==> src/rtl/word_ptr_pkg.sv <==
package word_ptr_pkg;

    typedef enum logic [0:0] {
        LD_IDLE,
        LD_HIGH_HELD
    } ld_state_e;

    typedef enum logic [1:0] {
        UPD_HOLD,
        UPD_LOAD,
        UPD_LINEAR,
        UPD_PAGE
    } upd_sel_e;

endpackage

==> src/rtl/wp_load_fsm.sv <==
module wp_load_fsm
    import word_ptr_pkg::*;
#(
    parameter int AW = 13
) (
    input  logic          clk,
    input  logic          rst_n,
    input  logic          hi_stb,
    input  logic          lo_stb,
    input  logic [7:0]    byte_in,
    output logic          commit,
    output logic [AW-1:0] commit_addr
);
    localparam int HI_W = AW - 8;

    ld_state_e        state_q;
    ld_state_e        state_d;
    logic [HI_W-1:0]  hi_q;

    // state register
    always_ff @(posedge clk or negedge rst_n) begin
        if (!rst_n) state_q <= LD_IDLE;
        else        state_q <= state_d;
    end

    // staged high byte, upper bits of the byte discarded
    always_ff @(posedge clk or negedge rst_n) begin
        if (!rst_n)      hi_q <= '0;
        else if (hi_stb) hi_q <= byte_in[HI_W-1:0];
    end

    // next state
    always_comb begin
        state_d = state_q;
        unique case (state_q)
            LD_IDLE:      if (hi_stb) state_d = LD_HIGH_HELD;
            LD_HIGH_HELD: if (hi_stb)      state_d = LD_HIGH_HELD;
                          else if (lo_stb) state_d = LD_IDLE;
            default:      state_d = LD_IDLE;
        endcase
    end

    // outputs
    always_comb begin
        commit      = 1'b0;
        commit_addr = {hi_q, byte_in};
        unique case (state_q)
            LD_IDLE:      commit = 1'b0;
            LD_HIGH_HELD: commit = lo_stb && !hi_stb;
            default:      commit = 1'b0;
        endcase
    end

endmodule

==> src/rtl/wp_step_logic.sv <==
module wp_step_logic #(
    parameter int AW = 13,
    parameter int PW = 5
) (
    input  logic [AW-1:0] cur,
    output logic [AW-1:0] lin_nxt,
    output logic [AW-1:0] page_nxt
);
    // full-array step: wraps from all ones to zero by width
    assign lin_nxt = cur + AW'(1);

    generate
        if (AW > PW) begin : g_paged
            logic [PW-1:0] low_nxt;
            assign low_nxt  = cur[PW-1:0] + PW'(1);
            assign page_nxt = {cur[AW-1:PW], low_nxt};
        end else begin : g_flat
            assign page_nxt = cur + AW'(1);
        end
    endgenerate

endmodule

==> src/rtl/word_ptr_ctrl.sv <==
module word_ptr_ctrl
    import word_ptr_pkg::*;
#(
    parameter int ADDR_W = 13,
    parameter int PAGE_W = 5
) (
    input  logic              clk,
    input  logic              rst_n,
    input  logic              addr_hi_stb,
    input  logic              addr_lo_stb,
    input  logic [7:0]        addr_byte,
    input  logic              step_wr,
    input  logic              step_rd,
    output logic [ADDR_W-1:0] ptr
);
    logic              load_go;
    logic [ADDR_W-1:0] load_addr;
    logic [ADDR_W-1:0] lin_nxt;
    logic [ADDR_W-1:0] page_nxt;
    upd_sel_e          sel;

    wp_load_fsm #(.AW(ADDR_W)) u_load (
        .clk         (clk),
        .rst_n       (rst_n),
        .hi_stb      (addr_hi_stb),
        .lo_stb      (addr_lo_stb),
        .byte_in     (addr_byte),
        .commit      (load_go),
        .commit_addr (load_addr)
    );

    wp_step_logic #(.AW(ADDR_W), .PW(PAGE_W)) u_step (
        .cur      (ptr),
        .lin_nxt  (lin_nxt),
        .page_nxt (page_nxt)
    );

    // update selection: load, then read step, then write step
    always_comb begin
        if (load_go)      sel = UPD_LOAD;
        else if (step_rd) sel = UPD_LINEAR;
        else if (step_wr) sel = UPD_PAGE;
        else              sel = UPD_HOLD;
    end

    always_ff @(posedge clk or negedge rst_n) begin
        if (!rst_n) begin
            ptr <= '0;
        end else begin
            unique case (sel)
                UPD_HOLD:   ptr <= ptr;
                UPD_LOAD:   ptr <= load_addr;
                UPD_LINEAR: ptr <= lin_nxt;
                UPD_PAGE:   ptr <= page_nxt;
                default:    ptr <= ptr;
            endcase
        end
    end

endmodule

==> config.mk <==
export PLATFORM = sky130hd
export DESIGN_NAME = word_ptr_ctrl
export DESIGN_NICKNAME = d
export VERILOG_FILES = /design/src/rtl/word_ptr_pkg.sv /design/src/rtl/wp_load_fsm.sv /design/src/rtl/wp_step_logic.sv /design/src/rtl/word_ptr_ctrl.sv
export SDC_FILE = /design/constraint.sdc
export NUM_CORES = 1
export LEC_CHECK = 0
export BUFFER_PORTS_ARGS = -buffer_cell sky130_fd_sc_hd__buf_2
export CAP_MARGIN = 10
export CORE_MARGIN = 4
export CORE_UTILIZATION = 43
export CTS_BUF_LIST = sky130_fd_sc_hd__clkbuf_8
export CTS_CLUSTER_DIAMETER = 50
export CTS_CLUSTER_SIZE = 8
export DETAILED_ROUTE_END_ITERATION = 8
export GPL_ROUTABILITY_DRIVEN = 1
export GPL_TIMING_DRIVEN = 0
export PLACE_DENSITY = 0.66
export SYNTH_ARGS = -nofsm -noshare
export SYNTH_HDL_FRONTEND = slang
export SYNTH_SLANG_ARGS = --single-unit
==> constraint.sdc <==
create_clock -name clk -period 5.7 [get_ports clk]
set_input_delay 1.14 -clock clk [delete_from_list [all_inputs] [get_ports clk]]
set_output_delay 1.14 -clock clk [all_outputs]
set_load 0.01 [all_outputs]
==> metrics.txt <==
full die area=3590 um2; clock tree root driver cell=clkbuf_8; Final Hold Vio Count=0; status=finished clean; area leader, netlist=dfrtp_1; RSZ-0062 raised after global routing=false; Fillers=253; hold buffer count at CTS=0; die width=59.9 um; drt initial violations=34; post-route cell area=1370 um2; worst ir drop on vdd=0.000189 V; HP Class=reg2reg; post-synth top area share=41.0%; Critical Path Most Common Cell=o21ai_0; vias in the first global route=949; PwrDens=356 nW/um2; Worst-path clk slew=0.08 ns; CTS Buffer Depth=2; sequential cell area fraction in the yosys report=41.0%; synth unique cells=35; Port Buf Inserts=25; GRT overflow=0; Hold Path Origin=u_load.state_q; number of synthesized flops with an enable pin=0; DRT Pass-1 Iters=4; die extent in y=59.9 um; Crit path required time=5.82 ns; CP arrival=3.14 ns; CP Cell Sequence=clkbuf_1, nand3b_1, a21boi_0, inv_1, ha_1, a21oi_1, a31oi_1, o21ai_0, o21ai_0; Syn Area/Cell=9.75 um2; R2R depth=8; Flop pwr share=44.8%; placed cells=174; Internal Power=0.000299 W; Hold Slack=0.492 ns; Worst Setup End Kind=flop; clock network power share=19.4%; syn_nets=138; Clock Sinks=19; drt wl/cell=14.6 um; TNS Setup=0 ns; first-pass GRT wire length=4220 um; Post-DP Area=1320 um2; Synthesis Warnings=0; postcts setup bufs=0; switching part of the total=38.7%; drt drc=0; Reg2Reg Launch Point=u_load.state_q; IO Count=27; Final period util=53.0%; largest net degree at the start of global routing=20; Total Power=0.000487 W; critical path class=in2reg; relative slew slack=59.4%; core area=2520 um2; CP Launch Type=primary input; starting density of the core=46.0%; multi-input logic area=622 um2; Final Non-Filler Cells=178; row count=18; top_reg_cell synth=dfrtp_1; reg-to-reg setup timing slack=3.53 ns; f_max=331 MHz; nets@finish=168; P_sw=0.000188 W; Max Slew Vio Count=0; number of synthesized register bits=19; RD Place Congestion=0.785; Worst Hold End=u_load.state_q; Worst Tran Pin Value=0.605 ns; FF-to-FF End=ptr[4]; max cap viols=0; FFs w/ async S/R, synth=100%; vias per cell=5.78; total number of vias=1028; DP HPWL=1950 um; CP max FO=7; Skew-Pair Late Insertion Delay=0.25 ns; Leak=0.637 nW; CP max stage cell=a21oi_1; fin crit period=3.02 ns; final setup fails=0; layout cell share with drive strength beyond 1=28.4%; synthesized area=1160 um2; logic gate share of total power=35.7%; CTS buffer count=3; Post-CTS Resized=0; Area Overhead vs Synth=18.0%; final wirelength=2610 um; number of nets with antenna violations after routing=0; antenna violations before repair=0; H-tree lvl count=1; slowest stage delay, CP=0.47 ns; clock skew=0.00164 ns; Synth area leaders=dfrtp_1 (41%), mux2i_1 (6.0%), ha_1 (5.4%), o21ai_0 (5.2%), mux2_2 (4.9%); Cells after Synth=119; Hold Path Depth=1; sequential cell area=475 um2; GRT Resource Usage Total=15.5%; worst setup path startpoint=addr_hi_stb; CTS tree=done; Ant. Diodes=0
-- worst max-delay path by stage --
stage | endpoint | slack, ns | cells after the start
global placement | ptr[12] | 2.48 | 8
detailed placement | ptr[12] | 2.38 | 8
global route | ptr[7] | 2.43 | 8
finish | ptr[4] | 2.68 | 9
CTS | ptr[12] | 2.63 | 8
floorplan | ptr[12] | 2.76 | 8
-- cells in the final DEF (no fill, tap or decap), drive strengths merged --
cell,synthesis,routed
a21boi,2,2
nor3,7,7
buf,2,27
clkinv,0,1
nor2,9,9
nand3b,1,1
nor3b,1,1
nand4,3,3
a21o,2,2
nor2b,1,1
a21oi,6,6
nand3,3,3
mux2,5,5
a31o,1,1
mux2i,7,7
a221o,2,2
nor4,1,1
clkbuf,3,6
dfrtp,19,19
a22oi,6,6
nand2,7,7
a31oi,2,2
ha,5,5
or3,1,1
inv,6,6
and4,2,2
o31ai,1,1
o21ai,13,13
and2,1,1
-- power by group through the flow --
stage	clock network, W	logic [W]	registers (W)
floorplan	0	0.000100	0.000228
global placement	0	0.000173	0.000218
detailed placement	0	0.000176	0.000221
CTS	0.0000969	0.000176	0.000218
global route	0.000106	0.000194	0.000225
finish	0.0000947	0.000174	0.000218
-- layout make-up --
class	count	area share, %
timing repair buffer	25	9.14
tap	30	2.74
buffer	5	2.93
clock inverter	1	0.366
multi-input combinational	89	45.4
clock buffer	3	3.02
sequential	19	34.7
inverter	6	1.65
-- registers in the layout, summed over array words and instances (netlist names) --
| name | flops |
|---|---|
| u_load.state_q | 1 |
| u_load.hi_q | 5 |
| ptr | 13 |
-- critical path, delay by kind of cell --
family / cells / cell delay, ns
AOI/OAI and AO/OA: 5 / 1.16
adders and majority gates: 1 / 0.28
buffers and inverters: 2 / 0.40
and+or+nand+nor: 1 / 0.17
-- synthesized netlist by cell type (3+ instances only) --
cell / instances
o21ai_0: 12
inv_1: 5
ha_1: 5
nor2_1: 9
nand4_1: 3
nor3_1: 6
nand2_1: 7
a22oi_1: 6
a21oi_1: 6
mux2i_1: 7
dfrtp_1: 19
mux2_2: 5
-- cells by family (layout without fill, tap and decap cells) --
family	count (synthesis)	count (layout)	share of synthesized area (%)
simple gates	37	37	18.4
compound gates	35	35	18.9
flops	19	19	41.0
mux	12	12	10.9
buf+inv	11	40	5.39
fa+ha+maj	5	5	5.39
-- layer usage --
metal | routed length, um | global-route usage [%]
met5 | 0 | 0
met4 | 64 | 5.06
met3 | 185 | 3.24
met2 | 1230 | 24.8
met1 | 1130 | 20.6
-- stage by stage --
stage	setup slack [ns]	util, %
floorplan	2.76	-
global placement	2.48	52.4
detailed placement	2.38	52.4
CTS	2.63	54.3
global route	2.43	54.3
finish	2.68	54.3
Note: power is estimated with default switching activity, not from simulation.
